--- config.mk ---
export PLATFORM = sky130hd
export DESIGN_NAME = lsu_byte_lane
export DESIGN_NICKNAME = d
export VERILOG_FILES = /design/src/rtl/lsu_lane_pkg.sv /design/src/rtl/lsu_addr_gen.sv /design/src/rtl/lsu_store_lane.sv /design/src/rtl/lsu_load_extract.sv /design/src/rtl/lsu_byte_lane.sv
export SDC_FILE = /design/constraint.sdc
export NUM_CORES = 1
export LEC_CHECK = 0
export BUFFER_PORTS_ARGS = -buffer_cell sky130_fd_sc_hd__buf_2
export CELL_PAD_IN_SITES_DETAIL_PLACEMENT = 0
export CELL_PAD_IN_SITES_GLOBAL_PLACEMENT = 1
export CORE_ASPECT_RATIO = 1.1
export CORE_UTILIZATION = 40
export CTS_BUF_LIST = sky130_fd_sc_hd__clkbuf_4
export CTS_CLUSTER_DIAMETER = 30
export DETAILED_ROUTE_END_ITERATION = 8
export PLACE_DENSITY_LB_ADDON = 0.1
export SYNTH_ARGS = -nofsm -noshare
export SYNTH_HDL_FRONTEND = slang
export SYNTH_HIERARCHICAL = 1
export SYNTH_SLANG_ARGS = --single-unit
export TNS_END_PERCENT = 50
--- constraint.sdc ---
create_clock -name clk -period 4.1 [get_ports clk]
set_input_delay 0.615 -clock clk [delete_from_list [all_inputs] [get_ports clk]]
set_output_delay 0.615 -clock clk [all_outputs]
set_load 0.03 [all_outputs]
--- src/rtl/lsu_lane_pkg.sv ---
package lsu_lane_pkg;

  typedef enum logic [2:0] {
    OP_LW  = 3'd0,
    OP_SW  = 3'd1,
    OP_LB  = 3'd2,
    OP_LBU = 3'd3,
    OP_SB  = 3'd4
  } mem_op_e;

  function automatic logic f_op_known(input logic [2:0] op);
    return (op <= 3'd4);
  endfunction

  function automatic logic f_op_word(input logic [2:0] op);
    return (op == OP_LW) || (op == OP_SW);
  endfunction

  function automatic logic f_op_load(input logic [2:0] op);
    return (op == OP_LW) || (op == OP_LB) || (op == OP_LBU);
  endfunction

endpackage

--- src/rtl/lsu_addr_gen.sv ---
module lsu_addr_gen #(
  parameter int ADDR_W = 32,
  parameter int OFF_W  = 16,
  parameter int LANES  = 4,
  localparam int LSB_W = $clog2(LANES)
) (
  input  logic [ADDR_W-1:0]       base,
  input  logic [OFF_W-1:0]        offset,
  input  logic                    word_access,
  output logic [ADDR_W-LSB_W-1:0] word_idx,
  output logic [LSB_W-1:0]        lane_sel,
  output logic                    misaligned
);

  function automatic logic [ADDR_W-1:0] f_sext(input logic [OFF_W-1:0] v);
    return {{(ADDR_W-OFF_W){v[OFF_W-1]}}, v};
  endfunction

  function automatic logic [ADDR_W-1:0] f_eff(input logic [ADDR_W-1:0] b,
                                              input logic [OFF_W-1:0]  o);
    return b + f_sext(o);
  endfunction

  logic [ADDR_W-1:0] eff_addr;

  assign eff_addr   = f_eff(base, offset);
  assign word_idx   = eff_addr[ADDR_W-1:LSB_W];
  assign lane_sel   = eff_addr[LSB_W-1:0];
  assign misaligned = word_access & (|lane_sel);

endmodule

--- src/rtl/lsu_store_lane.sv ---
module lsu_store_lane #(
  parameter int DATA_W = 32,
  localparam int LANES = DATA_W / 8,
  localparam int LSB_W = $clog2(LANES)
) (
  input  logic              word_st,
  input  logic              byte_st,
  input  logic [LSB_W-1:0]  lane_sel,
  input  logic [DATA_W-1:0] src,
  output logic [LANES-1:0]  be,
  output logic [DATA_W-1:0] wdata
);

  // big-endian: lane number 0 (lowest address) is the top byte
  function automatic logic f_lane_hit(input logic [LSB_W-1:0] sel, input int k);
    return sel == LSB_W'(LANES - 1 - k);
  endfunction

  for (genvar k = 0; k < LANES; k++) begin : g_lane
    assign be[k] = word_st | (byte_st & f_lane_hit(lane_sel, k));
    assign wdata[k*8 +: 8] = word_st ? src[k*8 +: 8] :
                             (byte_st ? src[7:0] : 8'h00);
  end

endmodule

--- src/rtl/lsu_load_extract.sv ---
module lsu_load_extract #(
  parameter int DATA_W = 32,
  localparam int LANES = DATA_W / 8,
  localparam int LSB_W = $clog2(LANES)
) (
  input  logic [DATA_W-1:0] rdata,
  input  logic [LSB_W-1:0]  lane_sel,
  input  logic              word_ld,
  input  logic              sign_ext,
  output logic [DATA_W-1:0] data
);

  logic [7:0] lane_byte [LANES];

  for (genvar k = 0; k < LANES; k++) begin : g_split
    assign lane_byte[k] = rdata[k*8 +: 8];
  end

  function automatic logic [DATA_W-1:0] f_extend(input logic [7:0] b, input logic s);
    return {{(DATA_W-8){s & b[7]}}, b};
  endfunction

  logic [7:0] picked;

  always_comb begin
    picked = 8'h00;
    for (int k = 0; k < LANES; k++) begin
      if (lane_sel == LSB_W'(LANES - 1 - k)) picked = lane_byte[k];
    end
  end

  assign data = word_ld ? rdata : f_extend(picked, sign_ext);

endmodule

--- src/rtl/lsu_byte_lane.sv ---
module lsu_byte_lane
  import lsu_lane_pkg::*;
#(
  parameter int DATA_W = 32,
  parameter int OFF_W  = 16,
  localparam int LANES = DATA_W / 8,
  localparam int LSB_W = $clog2(LANES),
  localparam int IDX_W = DATA_W - LSB_W
) (
  input  logic              clk,
  input  logic              rst_n,
  input  logic              req_valid,
  input  logic [2:0]        req_op,
  input  logic [DATA_W-1:0] req_base,
  input  logic [OFF_W-1:0]  req_offset,
  input  logic [DATA_W-1:0] req_src,
  output logic              mem_req,
  output logic [IDX_W-1:0]  mem_addr,
  output logic [LANES-1:0]  mem_be,
  output logic [DATA_W-1:0] mem_wdata,
  input  logic [DATA_W-1:0] mem_rdata,
  output logic              ld_valid,
  output logic [DATA_W-1:0] ld_data,
  output logic              align_err
);

  logic             op_known, op_word, op_load;
  logic [IDX_W-1:0] word_idx;
  logic [LSB_W-1:0] lane_sel;
  logic             misaligned;
  logic [LANES-1:0] st_be;
  logic [DATA_W-1:0] st_wdata;

  // named events used by the checker
  logic ev_issue, ev_misalign, ev_sext, ev_zext;

  assign op_known = req_valid & f_op_known(req_op);
  assign op_word  = f_op_word(req_op);
  assign op_load  = f_op_load(req_op);

  lsu_addr_gen #(.ADDR_W(DATA_W), .OFF_W(OFF_W), .LANES(LANES)) u_addr (
    .base       (req_base),
    .offset     (req_offset),
    .word_access(op_word),
    .word_idx   (word_idx),
    .lane_sel   (lane_sel),
    .misaligned (misaligned)
  );

  lsu_store_lane #(.DATA_W(DATA_W)) u_store (
    .word_st (req_op == OP_SW),
    .byte_st (req_op == OP_SB),
    .lane_sel(lane_sel),
    .src     (req_src),
    .be      (st_be),
    .wdata   (st_wdata)
  );

  assign ev_issue    = op_known & ~misaligned;
  assign ev_misalign = op_known & misaligned;

  // load pipeline state: stage 1 = memory cycle, stage 2 = result cycle
  logic             s1_load, s1_sign, s1_word;
  logic [LSB_W-1:0] s1_lane;
  logic             s2_sign, s2_word;
  logic [DATA_W-1:0] ext_data;

  lsu_load_extract #(.DATA_W(DATA_W)) u_load (
    .rdata   (mem_rdata),
    .lane_sel(s1_lane),
    .word_ld (s1_word),
    .sign_ext(s1_sign),
    .data    (ext_data)
  );

  always_ff @(posedge clk or negedge rst_n) begin
    if (!rst_n) begin
      mem_req   <= 1'b0;
      mem_addr  <= '0;
      mem_be    <= '0;
      mem_wdata <= '0;
      align_err <= 1'b0;
      s1_load   <= 1'b0;
      s1_sign   <= 1'b0;
      s1_word   <= 1'b0;
      s1_lane   <= '0;
      s2_sign   <= 1'b0;
      s2_word   <= 1'b0;
      ld_valid  <= 1'b0;
      ld_data   <= '0;
    end else begin
      mem_req   <= ev_issue;
      align_err <= ev_misalign;
      if (ev_issue) mem_addr <= word_idx;
      mem_be    <= ev_issue ? st_be : '0;
      mem_wdata <= ev_issue ? st_wdata : '0;
      s1_load   <= ev_issue & op_load;
      s1_sign   <= req_op == OP_LB;
      s1_word   <= req_op == OP_LW;
      s1_lane   <= lane_sel;
      ld_valid  <= s1_load;
      if (s1_load) begin
        ld_data <= ext_data;
        s2_sign <= s1_sign;
        s2_word <= s1_word;
      end
    end
  end

  assign ev_sext = ld_valid & s2_sign & ~s2_word;
  assign ev_zext = ld_valid & ~s2_sign & ~s2_word;

endmodule

* Word level (Yosys, flattened, before mapping)
Index checks and enable logic that the tools add are counted.
** Word-level totals
- Register bits :: 106
- Output and inout bits :: 101
- Word-level logic and storage cells :: 57
** Cells by class
- Add/subtract/negate cells :: 1
- Magnitude comparators :: 1
- Equality and inequality tests :: 10
- Mux-type cells :: 12
- Bitwise operators :: 15
- Reduce and logical (&&, ||, !) cells :: 7
** Operators by type and width (count)
- 8-bit two-way mux :: 9
- 32-bit two-way mux :: 2
- 32-bit adder :: 1
- 1-bit AND :: 10
- 2-bit equality test, second input constant :: 4
- 3-bit by 2-bit equality test with 1-bit output, second input constant :: 2
- 2-bit by 1-bit equality test with 1-bit output, second input constant :: 2
- 2-bit logical NOT :: 2
- 4-bit two-way mux :: 1
- 1-bit OR :: 4
- 3-bit by 1-bit equality test with 1-bit output, second input constant :: 1
- 3-bit equality test, second input constant :: 1
- 3-bit less-or-equal comparator, second input constant :: 1
- 3-bit logical NOT :: 1
- 1-bit logical OR :: 3
- 2-bit OR reduction :: 1
- 1-bit inverter :: 1

* Depth between registers and ports, before layout
- Depth in word-level cells :: 7
- Mapped depth :: 10
- Mapped depth without buffers :: 10

* Modules after synthesis
Netlist, hierarchy kept.
** By module, submodules not included
- lsu_byte_lane :: times used 1, cells an instance 228, area an instance 3749.8 um^2, sequential area each 2652.5 um^2
- lsu_addr_gen :: times used 1, cells an instance 234, area an instance 1755.4 um^2, sequential area each 0.0 um^2
- lsu_load_extract :: times used 1, cells an instance 95, area an instance 558.0 um^2, sequential area each 0.0 um^2
- lsu_store_lane :: times used 1, cells an instance 46, area an instance 381.6 um^2, sequential area each 0.0 um^2

* Worst setup path before layout
Ideal clock, no wire load.
- Path kind :: input to register
- Start point :: input req_offset[0]
- End point :: register mem_addr[24]
- Library setup time :: 125 ps
- Arrival time :: 2734 ps
- Path slack :: 1241 ps
- Stages on the path :: 10
- Path buffers :: 0
- Path through :: ha_1 > fa_1 > a21o_1 > a31o_2 > nand2_1 > o221ai_1 > a311o_1 > a21oi_2 > xnor2_1 > mux2_2
** Between the ends
- Elaborated cells between the ends (all ways) :: 5
- Those cells by class :: add/sub: 1; bitwise: 3; reduce/logical: 1
** RTL lines
- from (decl) :: line lsu_byte_lane.sv:15 : input logic [OFF_W-1:0] req_offset,
- 32-bit adder :: line lsu_addr_gen.sv:21 : return b + f_sext(o);
- net word_idx[24] :: line lsu_byte_lane.sv:28 : logic [IDX_W-1:0] word_idx;
- to (signal assigned) :: line lsu_byte_lane.sv:94 : if (ev_issue) mem_addr <= word_idx;
- to (decl) :: line lsu_byte_lane.sv:18 : output logic [IDX_W-1:0] mem_addr,
The timed path passes the listed nets, and every way through them passes these cells.
A chain may end at the register's enable or synchronous reset.

* Final worst setup path
- Start point :: input req_offset[15]
- End point :: register mem_addr[29]
Same word-level chain as after synthesis.

==> flow_summary.json <==
{
  "status": "complete, no violations",
  "hold_buffers": 0,
  "synth_top_area_share": 0.412,
  "setup_viol": 0,
  "grt-ovfl-total": 0,
  "grt_usage": 0.206,
  "clock_latency_ps": 480,
  "criticalPathCategory": "in2reg",
  "ys_async_sr_fraction": 1.00,
  "start_util": 0.410,
  "mostFrequentLayoutCells": "217 x buf_2, 106 x dfrtp_1, 68 x mux2_2, 66 x nand2_1, 38 x and2_1",
  "drive_above_1_share": 0.407,
  "synth_cell_types": 74,
  "final_common_cell": "buf_2",
  "synth_area_leaders": "dfrtp_1 41%, mux2_2 12%, ha_1 6.0%",
  "cts_buffer_depth": 2,
  "wl_um": 16700,
  "area_growth_pct": 20.6,
  "die_w_um": 123,
  "tightest_slew_ps": 1130,
  "synth_area_per_cell_sq_um": 10.7,
  "vias": 5360,
  "synth-edff-count": 0,
  "core_area_sq_um": 15700,
  "ys_ff_latch": 106,
  "startpoint_type": "input pin",
  "route.met3.wl_um": 1060,
  "ir_drop_v": 0.000205,
  "grt_setup_unrepaired": "false",
  "combPwrFrac": 0.398,
  "p_leak_nw": 4.07,
  "hold_viol_final": 0,
  "crit_chain": "buf_2 -> ha_1 -> a21o_1 -> a21o_1 -> a21oi_1 -> nor2_1 -> a2111oi_1 -> o21ai_0 -> or3_1 -> mux2_2",
  "drt-wirelength-per-cell_um": 16.5,
  "grt_max_degree": 50,
  "gp_congestion": 0.853,
  "path_clk_slew_ps": 190,
  "setup_tns_ps": 0,
  "clkSinkCount": 106,
  "htreeDepth": 3,
  "cts_resized": 0,
  "synthFlopType": "dfrtp_1",
  "top_layer": "met5",
  "post_cts_buffers": 0,
  "syn_nets": 753,
  "fin_ws_ps": 1340,
  "crit_top_cell": "a21o_1",
  "drcViolationCount": 0,
  "cts_tree": "built",
  "whs_ps": 117,
  "vias_per_cell": 5.29,
  "antenna_found_initial": 5,
  "intPower_mw": 1.83,
  "final_nets": 955,
  "clkPwrFrac": 0.179,
  "min_period_over_period": 0.674,
  "numCtsBuffers": 9,
  "multi_input_area_sq_um": 3510,
  "ant_nets": 0,
  "power.share.sequential": 0.423,
  "ios": 219,
  "first_iter_violations": 232,
  "die_h_um": 135,
  "arrival_ps": 3170,
  "max-slew-margin-rel": 0.249,
  "cpLargestDelayFamily": "compound AO/OA/AOI/OAI gates",
  "cp_slowest_cell": "a2111oi_1",
  "drtPass1Iterations": 4,
  "powerDensity_nw_per_um2": 399,
  "cts-root-buf": "clkbuf_4",
  "place_area_sq_um": 7610,
  "seq_area_sq_um": 2650,
  "grt_pass1_vias": 5297,
  "maxCapViolCount": 0,
  "design_area_sq_um": 7770,
  "skew_ps": 9.04,
  "netlist_instances": 603,
  "yosysWarnings": 6,
  "syn_area_sq_um": 6440,
  "power_mw": 3.10,
  "met2_length_um": 8250,
  "synth.largest_area_cell": "dfrtp_1",
  "io_buffers": 218,
  "num_rows": 48,
  "yosysSeqAreaShare": 0.412,
  "post-dp-hpwl_um": 12800,
  "cp-end-kind": "flip-flop",
  "dp_slack_ps": 793,
  "fmax_mhz": 362,
  "cp.required_ps": 4510,
  "grt_pass1_wl_um": 26500,
  "critPathMaxFanout": 17,
  "slowest_delay_ps": 450,
  "layout_min_cycle_time_ps": 2760,
  "swShare": 0.409,
  "die-area_sq_um": 16600,
  "fillerInstances": 1508,
  "wl_met1_um": 6960,
  "hp-class": "in2async",
  "slew_viol_final": 0,
  "p_switching_mw": 1.27,
  "path_buf_inv": 1
}
## final cells by class
type,instances,area share
clock buffers,9,0.00869
well taps,200,0.0322
clock inverters,7,0.0109
repair buffers,224,0.150
diodes,4,0.00129
flip-flops and latches,106,0.341
inverters,8,0.00386
multi-input cells,456,0.452
## power by group through the flow
stage | clock network [mW] | logic, mW | registers (mW)
after floorplan | 0 | 0.524 | 1.67
after global placement | 0 | 1.23 | 1.33
after detailed placement | 0 | 1.24 | 1.34
after CTS | 0.595 | 1.25 | 1.32
after global routing | 0.632 | 1.33 | 1.34
final | 0.557 | 1.24 | 1.31
## cell families after synthesis
family	Yosys count	share of synthesized area
and+or+nand+nor	172	0.138
DFF	106	0.412
muxes	73	0.128
xor gates and xnor gates	28	0.0381
adders and majority gates	32	0.0633
buffers and inverters	41	0.0435
AOI/OAI and AO/OA	151	0.178
## metrics by stage
step,util,cells
after floorplan,-,603
after global placement,0.484,994
after detailed placement,0.484,994
after CTS,0.493,1010
after global routing,0.494,1013
final,0.494,1014
## sequential cells by signal (all words and copies together) (netlist names), 2 cells and up
name and cells:
mem_addr 30, ld_data 32, s1_lane 2, mem_wdata 32, mem_be 4
## worst paths after layout
| kind | startpoint | end | cells after the start | slack (ps) |
|---|---|---|---|---|
| max | req_offset[15] | mem_addr[29]$_DFFE_PN0P_ | 10 | 1340 |
| min | rst_n | ld_data[11]$_DFFE_PN0P_ | 1 | 120 |
| max reg2reg | s1_word$_DFF_PN0_ | ld_data[28]$_DFFE_PN0P_ | 5 | 1560 |
| min reg2reg | ld_data[5]$_DFFE_PN0P_ | ld_data[5]$_DFFE_PN0P_ | 1 | 510 |
| max in group asynchronous | rst_n | mem_wdata[24]$_DFF_PN0_ | 2 | 3120 |
| min in group clk | req_op[0] | s1_sign$_DFF_PN0_ | 2 | 310 |
## synthesized netlist by cell type, types with 8 or more instances
library cell and number:
buf_2 8, o21ai_0 19, ha_1 31, nand2_1 66, a21oi_1 29, nor2b_1 10, dfrtp_1 106, a22oi_1 15
buf_6 11, a22o_1 24, xnor2_1 16, inv_1 8, nor2_1 16, xor2_1 12, nand3_1 8, mux2_2 68
and2_1 38, clkbuf_1 8, a21o_1 20
## layer usage
| metal | vias to the layer above | GRT usage |
|---|---|---|
| li1 | 2584 | - |
| met1 | 2578 | 0.250 |
| met2 | 169 | 0.347 |
| met3 | 27 | 0.0513 |
| met4 | 2 | 0.0823 |
| met5 | - | 0 |
(Power assumes the default switching activity.)
